## src/rtl/alu_pkg.sv

```systemverilog
// Package: shared types for the shared-subtractor ALU.
// Assumes: nothing beyond IEEE 1800-2017 packed structs.
package alu_pkg;

    localparam int REL_SEL_W = 4;

    // Relation select; bit 0 is less-than, bit 3 is not-equal.
    typedef struct packed {
        logic ne;
        logic eq;
        logic gt;
        logic lt;
    } rel_sel_t;

endpackage

```

## src/rtl/opnd_extend.sv

```systemverilog
// Module: widens one operand to the datapath width, filling with the
// sign bit when signed mode is on and with zeros otherwise.
// Assumes: OUT_W >= IN_W >= 1.
module opnd_extend #(
    parameter int IN_W  = 8,
    parameter int OUT_W = 8
) (
    input  logic [IN_W-1:0]  opnd,
    input  logic             signed_mode,
    output logic [OUT_W-1:0] opnd_ext,
    output logic             opnd_neg
);
    // Purpose: fill bit is the operand sign only in signed mode.
    always_comb opnd_neg = signed_mode & opnd[IN_W-1];

    // Purpose: copy the low bits and pad the rest with the fill bit.
    for (genvar g = 0; g < OUT_W; g++) begin : g_bit
        if (g < IN_W) begin : g_copy
            assign opnd_ext[g] = opnd[g];
        end else begin : g_pad
            assign opnd_ext[g] = opnd_neg;
        end
    end
endmodule

```

## src/rtl/ripple_addsub.sv

```systemverilog
// Module: ripple carry adder with optional B inversion. Exposes sum,
// per-bit propagate and the carry out of every bit.
// Assumes: W >= 1; operands already widened to W bits.
module ripple_addsub #(
    parameter int W = 8
) (
    input  logic [W-1:0] a,
    input  logic [W-1:0] b,
    input  logic         ci,
    input  logic         bi,
    output logic [W-1:0] y,
    output logic [W-1:0] x,
    output logic [W-1:0] co
);
    logic [W-1:0] b_eff;
    logic [W-1:0] cin;

    // Purpose: conditionally invert B for subtraction.
    always_comb b_eff = b ^ {W{bi}};

    // Purpose: one full-adder slice per bit, carry rippling upward.
    for (genvar g = 0; g < W; g++) begin : g_slice
        if (g == 0) begin : g_first
            assign cin[g] = ci;
        end else begin : g_rest
            assign cin[g] = co[g-1];
        end
        assign x[g]  = a[g] ^ b_eff[g];
        assign y[g]  = x[g] ^ cin[g];
        assign co[g] = (a[g] & b_eff[g]) | (x[g] & cin[g]);
    end

    // Purpose: the slice chain must agree with a wide arithmetic sum.
    always_comb begin
        AST_SUM_ARITH: assert ({co[W-1], y} ==
                               ({1'b0, a} + {1'b0, b_eff} + (W+1)'(ci)))
            else $error("ripple sum mismatch");
    end
endmodule

```

## src/rtl/rel_decode.sv

```systemverilog
// Module: turns the carry chain of one subtraction into less-than,
// greater-than, equal and not-equal, then ORs the selected ones.
// Assumes: the relations are meaningful only while subtracting
// (B inverted, carry-in 1); W >= 2.
module rel_decode
    import alu_pkg::*;
#(
    parameter int W     = 8,
    parameter int CMP_W = 1
) (
    input  logic [W-1:0]     x,
    input  logic [1:0]       co_top,
    input  logic             y_msb,
    input  logic             signed_mode,
    input  logic             sub_mode,
    input  rel_sel_t         sel,
    output logic [CMP_W-1:0] cmp_out,
    output logic             lt_o,
    output logic             eq_o
);
    logic carry_flag, ovf_flag, lt, gt, eq, ne, hit;

    // Purpose: borrow flag and signed overflow from the top carries.
    always_comb begin
        carry_flag = ~co_top[1];
        ovf_flag   = co_top[1] ^ co_top[0];
    end

    // Purpose: derive the four relations from the shared subtraction.
    always_comb begin
        lt = signed_mode ? (ovf_flag ^ y_msb) : carry_flag;
        eq = &x;
        ne = ~eq;
        gt = ~(lt | eq);
    end

    // Purpose: OR the selected relations and zero-extend the result.
    always_comb begin
        hit     = |({ne, eq, gt, lt} & sel);
        cmp_out = CMP_W'(hit);
        lt_o    = lt;
        eq_o    = eq;
    end

    // Purpose: a subtraction yields exactly one ordering relation.
    always_comb begin
        if (sub_mode) begin
            AST_ONE_RELATION: assert ($countones({lt, gt, eq}) == 1)
                else $error("relations not exclusive");
        end
    end
endmodule

```

## src/rtl/shared_sub_alu.sv

```systemverilog
// Module: top of the shared-subtractor ALU. Widens both operands,
// runs one carry chain and decodes the comparisons from it.
// Assumes: Y_W >= A_W, Y_W >= B_W, Y_W >= 2, CMP_W >= 1.
module shared_sub_alu
    import alu_pkg::*;
#(
    parameter int A_W   = 8,
    parameter int B_W   = 8,
    parameter int Y_W   = 8,
    parameter int CMP_W = 1
) (
    input  logic [A_W-1:0]       a,
    input  logic [B_W-1:0]       b,
    input  logic                 ci,
    input  logic                 bi,
    input  logic                 signed_mode,
    input  logic [REL_SEL_W-1:0] cmp_sel,
    output logic [Y_W-1:0]       y,
    output logic [Y_W-1:0]       x,
    output logic [Y_W-1:0]       co,
    output logic [CMP_W-1:0]     cmp_out
);
    localparam int W = Y_W;

    logic [W-1:0] a_ext, b_ext;
    logic         a_neg, b_neg;
    logic         sub_mode, lt_w, eq_w, lt_ref;

    // Purpose: comparisons are defined only for A + ~B + 1.
    always_comb sub_mode = bi & ci;

    opnd_extend #(.IN_W(A_W), .OUT_W(W)) u_ext_a (
        .opnd(a), .signed_mode(signed_mode), .opnd_ext(a_ext), .opnd_neg(a_neg)
    );

    opnd_extend #(.IN_W(B_W), .OUT_W(W)) u_ext_b (
        .opnd(b), .signed_mode(signed_mode), .opnd_ext(b_ext), .opnd_neg(b_neg)
    );

    ripple_addsub #(.W(W)) u_chain (
        .a(a_ext), .b(b_ext), .ci(ci), .bi(bi), .y(y), .x(x), .co(co)
    );

    rel_decode #(.W(W), .CMP_W(CMP_W)) u_rel (
        .x(x), .co_top(co[W-1:W-2]), .y_msb(y[W-1]),
        .signed_mode(signed_mode), .sub_mode(sub_mode),
        .sel(rel_sel_t'(cmp_sel)), .cmp_out(cmp_out),
        .lt_o(lt_w), .eq_o(eq_w)
    );

    // Purpose: independent ordering from operand signs and magnitudes.
    always_comb lt_ref = (a_neg != b_neg) ? a_neg : (a_ext < b_ext);

    // Purpose: carry-derived relations match a direct comparison.
    always_comb begin
        if (sub_mode) begin
            AST_LT_MATCH: assert (lt_w == lt_ref)
                else $error("less-than mismatch");
            AST_EQ_ZERO_DIFF: assert (eq_w == (y == '0))
                else $error("equal vs zero difference");
        end
    end
endmodule

```

## config.mk

```make
export PLATFORM = sky130hd
export DESIGN_NAME = shared_sub_alu
export DESIGN_NICKNAME = d
export VERILOG_FILES = /design/src/rtl/alu_pkg.sv /design/src/rtl/opnd_extend.sv /design/src/rtl/ripple_addsub.sv /design/src/rtl/rel_decode.sv /design/src/rtl/shared_sub_alu.sv
export SDC_FILE = /design/constraint.sdc
export NUM_CORES = 1
export LEC_CHECK = 0
export BUFFER_PORTS_ARGS = -buffer_cell sky130_fd_sc_hd__buf_2
export CELL_PAD_IN_SITES_DETAIL_PLACEMENT = 0
export CELL_PAD_IN_SITES_GLOBAL_PLACEMENT = 1
export CORE_ASPECT_RATIO = 0.7
export CORE_UTILIZATION = 31
export DETAILED_ROUTE_END_ITERATION = 10
export PLACE_DENSITY_LB_ADDON = 0.1
export SLEW_MARGIN = 40
export SYNTH_ARGS = -nofsm -noshare
export SYNTH_HDL_FRONTEND = slang
export SYNTH_HIERARCHICAL = 1
export SYNTH_SLANG_ARGS = --single-unit
```

## constraint.sdc

```tcl
create_clock -name vclk -period 7.8
set_input_delay 1.56 -clock vclk [all_inputs]
set_output_delay 1.56 -clock vclk [all_outputs]
set_load 0.02 [all_outputs]
```

**Word-level counts from Yosys, hierarchy flattened**

Index checks and enable logic that the tools add are counted.

- Muxes and demuxes: 1
- Bitwise operators: 48
- Reductions and logical operators: 2

Operators with widths:

| cell | count |
|---|---|
| $xor 1x1->1 | 18 |
| $and 1x1->1 | 16 |
| $or 1x1->1 | 9 |
| $reduce_and 8->1 | 1 |
| $xor 8x8->8 | 1 |
| $and 4x4->4 | 1 |
| $reduce_or 4->1 | 1 |
| $not 1->1 | 3 |
| $mux 1 | 1 |

- Flip-flop bits (word level): 0
- Input bits: 23
- Output and inout bits: 25
- Word-level logic and storage cells: 51

**Logic depth before layout (Yosys ltp)**

Gate-level depths: netlist (run 1).

- Depth in word-level cells: 25
- Mapped depth: 17
- Mapped depth without buffers: 15

**Cells and area by module**

The synthesis (run 1) kept the hierarchy.

Modules (own cells, without submodules):

| module | instances | cells an instance | area each (um^2) | sequential area each (um^2) |
|---|---|---|---|---|
| ripple_addsub | 1 | 51 | 485.5 | 0.0 |
| opnd_extend | 2 | 9 | 66.3 | 0.0 |
| rel_decode | 1 | 13 | 92.6 | 0.0 |
| shared_sub_alu | 1 | 1 | 6.3 | 0.0 |

**Worst setup path before layout (run 1)**

Ideal clock, no wire load.

- Path type: input to output
- Start point: in bi
- End point: out cmp_out
- Arrival: 6.488 ns
- Data required time: 6.240 ns
- Slack: -0.248 ns
- Stages on the path: 17
- Cell sequence: buf_6 > buf_12 > xor2_1 > fa_1 > fa_1 > inv_1 > fa_1 > fa_1 > fa_1 > fa_1 > fa_1 > fa_1 > inv_1 > xnor2_1 > mux2_1 > a21oi_1 > a221o_1

- Elaborated cells on any way between the ends: 44
- Those cells by class: 1 x mux; 41 x bitwise; 2 x reduce/logical

RTL lines:

| element | line | RTL |
|---|---|---|
| start, declared | shared_sub_alu.sv:15 | `input logic bi,` |
| $xor 8x8->8 * | ripple_addsub.sv:19 | `always_comb b_eff = b ^ {W{bi}};` |
| $xor 1x1->1 | ripple_addsub.sv:28 | `assign x[g] = a[g] ^ b_eff[g];` |
| $and 1x1->1 | ripple_addsub.sv:30 | `assign co[g] = (a[g] & b_eff[g]) \| (x[g] & cin[g]);` |
| $or 1x1->1 * | ripple_addsub.sv:30 |  |
| named net co[0] | shared_sub_alu.sv:20 | `output logic [Y_W-1:0] co,` |
| $and 1x1->1 * | ripple_addsub.sv:30 |  |
| $or 1x1->1 * | ripple_addsub.sv:30 |  |
| named net co[1] | shared_sub_alu.sv:20 |  |
| (+10 left out) | n/a |  |
| $xor 1x1->1 * | ripple_addsub.sv:29 | `assign y[g] = x[g] ^ cin[g];` |
| named net y[7] | shared_sub_alu.sv:18 | `output logic [Y_W-1:0] y,` |
| $xor 1x1->1 * | rel_decode.sv:31 | `lt = signed_mode ? (ovf_flag ^ y_msb) : carry_flag;` |
| $mux 1 * | rel_decode.sv:31 |  |
| $or 1x1->1 | rel_decode.sv:34 | `gt = ~(lt \| eq);` |
| $not 1->1 | rel_decode.sv:34 |  |
| $and 4x4->4 * | rel_decode.sv:39 | `hit = \|({ne, eq, gt, lt} & sel);` |
| $reduce_or 4->1 * | rel_decode.sv:39 |  |
| end, declared | shared_sub_alu.sv:21 | `output logic [CMP_W-1:0] cmp_out` |

Mark *: on every way through the listed nets, which the timed path passes. The rest lies on a longest branch.

**Worst setup path after layout (run 1)**

- Start point: in bi
- End point: out cmp_out

- Word-level cells in the longest chain between the ends: 25
- Elaborated cells on any way between the ends: 44
- Those cells by class: 1 x mux; 41 x bitwise; 2 x reduce/logical

RTL lines:

| element | line | RTL |
|---|---|---|
| $xor 8x8->8 * | ripple_addsub.sv:19 |  |
| $xor 1x1->1 | ripple_addsub.sv:28 |  |
| $and 1x1->1 | ripple_addsub.sv:30 |  |
| $or 1x1->1 | ripple_addsub.sv:30 |  |
| $and 1x1->1 | ripple_addsub.sv:30 |  |
| $or 1x1->1 | ripple_addsub.sv:30 |  |
| $and 1x1->1 | ripple_addsub.sv:30 |  |
| $or 1x1->1 | ripple_addsub.sv:30 |  |
| (+9 left out) | n/a |  |
| $or 1x1->1 | ripple_addsub.sv:30 |  |
| $xor 1x1->1 | rel_decode.sv:26 | `ovf_flag = co_top[1] ^ co_top[0];` |
| $xor 1x1->1 | rel_decode.sv:31 |  |
| $mux 1 | rel_decode.sv:31 |  |
| $or 1x1->1 | rel_decode.sv:34 |  |
| $not 1->1 | rel_decode.sv:34 |  |
| $and 4x4->4 * | rel_decode.sv:39 |  |
| $reduce_or 4->1 * | rel_decode.sv:39 |  |

Every way passes the cells marked *; elsewhere a longest branch is shown, timed or not.

==> impl_summary.txt, run 1 <==
----------------------------------------------------
[Synthesis]
  Syn. warnings ... 6
  Synthesized area divided by synthesized cell count ... 8.73 um2
  Syn_nets ... ~120
  Synthesized netlist cell count ... 80
  Netlist Area Pre-Place ... 698 um2

[STA]
  Transition time at the pin with the least slew margin ... 275 ps
  Tmin final ... ~7600 ps
  Unrepaired setup endpoints after global routing ... no
  Count of pins over their slew limit ... 0
  Worst relative slew slack ... 0.816
  Setup TNS ... 0 ps
  Max Clk Rate ... 0.132 GHz
  Count of endpoints failing setup in the final report ... 0
  WHS ... 3470 ps
  Tcrit/Tclk final ... 0.970
  Hold violation total from the final report ... 0

[Worst setup path]
  CP Capture Point ... cmp_out
  CP peak stage delay ... 520 ps
  Worst path cell trace ... buf_2 > xor2_2 > fa_2 > fa_2 > inv_1 > fa_1 > fa_1 > fa_1 > fa_2 > fa_2 > fa_1 > inv_2 > xnor2_2 > mux2_1 > a21oi_1 > a221o_1 > buf_2
  Arrival time worst endpoint ... 6010 ps
  Worst Path Class, Setup ... primary input to primary output
  Kind of start point of the critical path ... primary input
  Crit path required time ... 6240 ps
  Crit end category ... primary output
  Highest-delay cell along the critical path ... fa_1
  Crit path max fanout ... 3
  Timing startpoint of the critical path ... bi

[Detailed routing]
  Number of DRC violations after detailed routing ... 0
  Total detailed-routing wirelength ... around 1.3 mm
  Antenna viol nets, final ... 0
  Vias per inst ... roughly 3.8
  Routed WL per cell ... 8.89 um
  Detailed Route Iter0 Violations ... 6
  First-pass iteration count of the detailed router ... 2
  Vias ... 535

[Global route]
  Antenna violations before repair ... 0
  First-pass GRT wire length ... 1.94 mm
  Largest net degree at the start of global routing ... 13
  Via count of the first global-routing pass ... 479
  GRT Overall Usage ... 0.0975
  Sum of overflow across all layers after global routing ... 0

[Power]
  Worst voltage drop across the vdd grid ... 0.0441 mV
  Power density over cell area ... 135 nW/um2
  Total power consumption of the routed design ... 116 uW
  Leakage ... 0.000491 uW

[Cells and area]
  Ant diodes ... 0
  P&R area growth vs syn ... 22.8%
  Clock buffer instance count of the final layout ... 0
  Combined flip-flop and latch cell area ... 0 um2
  Nets ... between 150 and 200
  Share of final-layout standard cells stronger than drive strength 1 ... 0.514
  Number of flip-flops and latches ... 0
  Total area of multi-input combinational cells ... 497 um2
  Fillers ... about 230

[Floorplanning]
  Floorplan core area ... 1980 um2
  I/O Pins ... 48
  Vertical die dimension ... 41.7 um
  Number of placement rows ... 13
  Total die area ... 2450 um2
  Floorplan die width ... 58.7 um
  Initial standard-cell utilization of the core ... 0.352

[Placement]
  DPL Wire Length ... between 1 and 1.5 mm
  Routability Congestion ... ~0.68
  Number of buffers added on ports ... 48

[Hold path]
  Worst min-delay path class ... primary input to primary output
  Min-Delay Startpoint ... cmp_sel[0]

[Run status]
  Run status ... completed

[Clocking]
  Setup fix buffers added after clock tree synthesis ... 0

[Job]
  Max cap viols ... 0

----------------------------------------------------
## metal layers
metal	global-route usage	vias to the layer above	routed length (um)
li1	-	277	-
met1	0.143	236	612
met2	0.166	22	555
met3	0.00623	0	86
met4	0	0	0
met5	0	-	0
## stage by stage
stage / setup slack [ps] / util / cell area (um2) / cells
final: 233 / 0.432 / 857 / 141
after global routing: 37.4 / 0.432 / 857 / 141
after CTS: 100 / 0.431 / 855 / 141
after detailed placement: 105 / 0.431 / 855 / 141
after global placement: 153 / 0.431 / 855 / 141
after floorplan: 14.3 / - / 721 / 80
## how the worst min path moves through the flow
stage               slack, ps  endpoint  depth (start not counted)
floorplan                3350   cmp_out                          1
global placement         3470   cmp_out                          3
global route             3500   cmp_out                          3
finish                   3470   cmp_out                          3
CTS                      3470   cmp_out                          3
detailed placement       3470   cmp_out                          3
## report_power, final
group	switching (uW)	internal, uW	total [uW]	leakage, uW
clock network	0	0	0	0
registers	0	0	0	0
logic	71.3	44.7	116	0.000491
## critical path: cells and delay by family
| kind | cells | cell delay [ps] |
|---|---|---|
| AO/OA/AOI/OAI | 2 | 250 |
| XOR/XNOR | 2 | 330 |
| adder cells (fa/ha/maj) | 8 | 3110 |
| buffers and inverters | 4 | 390 |
| multiplexers | 1 | 340 |
## cells in the final DEF (no fill, tap or decap), drive strengths merged, types with 2 or more instances in the layout
master / count
nand2: 2
ha: 8
buf: 49
fa: 8
xor2: 9
inv: 20
nand4: 2
xnor2: 7
## layout make-up
class,instances,share of cell area
well taps,30,0.0438
multi-input cells,42,0.580
inverters,20,0.0876
repair buffers,49,0.289
## what timing repair did
item                       CTS  global route
setup endpoints to repair    0             1
gates resized for setup      0             1
hold buffers                 0             0
No activity file was read; power rests on OpenSTA's default activity.
==> run 2, diff against run 1 <==
- BUFFER_PORTS_ARGS: -buffer_cell sky130_fd_sc_hd__buf_2 -> not set
- CORE_UTILIZATION: 31 -> 35
- DONT_BUFFER_PORTS: not set -> 1
==> run 2 against run 1 <==
Effect of this change: via count fell by 28%; first-iteration DRC count fell by 33%; final cell count fell by 38%; routed wire length fell by 16%; combinational power fell by 19%; total power fell by 19%; sequential share of layout area did not move; hold slack got worse by 120 ps; critical path depth fell by 2.
==> impl_summary.txt, run 2 (synthesis results as in run 1) <==
----------------------------------------------------
[Power]
  Seq pwr share ... 0
  Net switching power figure ... 61.4 uW
  Clock network fraction of total power ... 0
  Power share of the combinational group ... 1.000
  Power density over cell area ... 149 nW/um2
  Sw Share ... 0.657
  Internal power component ... 32.1 uW
  Leakage ... ~0.00032 uW
  Worst voltage drop across the vdd grid ... ~0.054 mV

[Worst setup path]
  Crit path max fanout ... 2
  CP Capture Point ... cmp_out
  Crit end category ... primary output
  Timing startpoint of the critical path ... b[0]
  Crit path required time ... 6240 ps
  Arrival time worst endpoint ... 5920 ps
  Worst Path Class, Setup ... primary input to primary output
  Kind of start point of the critical path ... primary input

[Clocking]
  Setup fix buffers added after clock tree synthesis ... 0
  Post-CTS Hold Buffers ... 0
  # resized after CTS ... 0

[Floorplanning]
  Total die area ... ~2200 um2
  I/O Pins ... 48
  Number of placement rows ... 13
  Floorplan core area ... between 1500 and 2000 um2
  Initial standard-cell utilization of the core ... 0.373
  Vertical die dimension ... 39.4 um
  Floorplan die width ... 55.4 um

[Global route]
  Antenna violations before repair ... 0
  Sum of overflow across all layers after global routing ... 0
  First-pass GRT wire length ... 1.59 mm
  GRT Overall Usage ... 0.0931
  Largest net degree at the start of global routing ... 15
  Via count of the first global-routing pass ... 358

[Cells and area]
  Final standard cell count with taps included and fillers excluded ... 88
  P&R area growth vs syn ... -10.2%
  Ant diodes ... 0
  Nets ... 107
  Combined flip-flop and latch cell area ... 0 um2
  Clock buffer instance count of the final layout ... 0
  Fillers ... 210
  Most used cells in the layout excluding fill and tap cells ... inv_1 (19), xor2_1 (8), ha_1 (8)
  Most common cell after layout, fill and taps aside ... inv_1
  Number of flip-flops and latches ... 0
  Final core utilization ... 0.335
  Non-Filler Cell Area, Final ... 627 um2
  Share of final-layout standard cells stronger than drive strength 1 ... 0.167

[Hold path]
  Worst min-delay path class ... primary input to primary output
  Min-Delay Startpoint ... a[3]

[Job]
  Max cap viols ... 0

[STA]
  Worst relative slew slack ... 0.818
  Hold violation total from the final report ... 0
  Unrepaired setup endpoints after global routing ... no
  Tcrit/Tclk final ... 0.959
  Count of pins over their slew limit ... 0
  Count of endpoints failing setup in the final report ... 0
  Worst Slack Setup Final ... 321 ps
  Max Clk Rate ... ~0.13 GHz
  Transition time at the pin with the least slew margin ... 271 ps
  Tmin final ... 7480 ps
  Setup TNS ... 0 ps

[Placement]
  Number of buffers added on ports ... 0
  Routability Congestion ... 0.648
  Instance count after placement with tap cells included ... 88
  Place WS ... 270 ps
  DPL Wire Length ... 995 um
  Placed cell areas ... 627 um2

[Detailed routing]
  Routed WL per cell ... about 12 um
  Number of DRC violations after detailed routing ... 0
  Vias per inst ... roughly 4.4
  First-pass iteration count of the detailed router ... 2
  Detailed Route Iter0 Violations ... 4
  Total detailed-routing wirelength ... 1.05 mm
  Vias ... 386
  Antenna viol nets, final ... 0

[Run status]
  Run status ... completed

----------------------------------------------------
==> run 2: cell count changes in the layout (fill, tap and decap cells not counted) <==
cell,delta
buf_2,-48
buf_4,+3
fa_1,+1
fa_2,-1
==> run 2: layout make-up <==
class	instances	area [um2]	share of cell area
multi-input cells	42	494	0.788
inverters	20	75.1	0.120
repair buffers	4	30.0	0.0479
well taps	22	27.5	0.0439
==> run 2: worst max-delay path, stage by stage <==
cell and delay [ps]:
xor2_2 180, fa_2 260, fa_2 210, inv_1 50
fa_1 430, fa_1 470, fa_1 470, fa_1 460
fa_2 390, fa_1 520, inv_2 50, xnor2_2 140
mux2_1 350, a21oi_1 130, a221o_1 230
==> run 2: worst min-delay path by stage <==
stage | endpoint | slack, ps | cells past startpoint
6_report | x[3] | 3350 | 1
5_1_grt | x[3] | 3350 | 1
3_5_place_dp | x[3] | 3350 | 1
4_1_cts | x[3] | 3350 | 1
3_3_place_gp | x[3] | 3350 | 1
2_1_floorplan | cmp_out | 3350 | 1
==> run 2: stage by stage <==
step | hold slack, ps | total power (uW)
2_1_floorplan | 3350 | 92.7
3_3_place_gp | 3350 | 94.7
3_5_place_dp | 3350 | 95.4
4_1_cts | 3350 | 95.7
5_1_grt | 3350 | 104
6_report | 3350 | 93.5
==> run 2: layer usage <==
layer / up-vias / global-route usage / wire [um]
met2: 21 / 0.157 / 489
met4: 0 / 0 / 0
li1: 187 / - / -
met1: 178 / 0.127 / 459
met3: 0 / 0.0264 / 100
met5: - / 0 / 0
==> run 2: power groups by stage <==
stage	Clock [uW]	Combinational [uW]	Sequential (uW)
2_1_floorplan	0	92.7	0
3_3_place_gp	0	94.7	0
3_5_place_dp	0	95.4	0
4_1_cts	0	95.7	0
5_1_grt	0	104	0
6_report	0	93.5	0
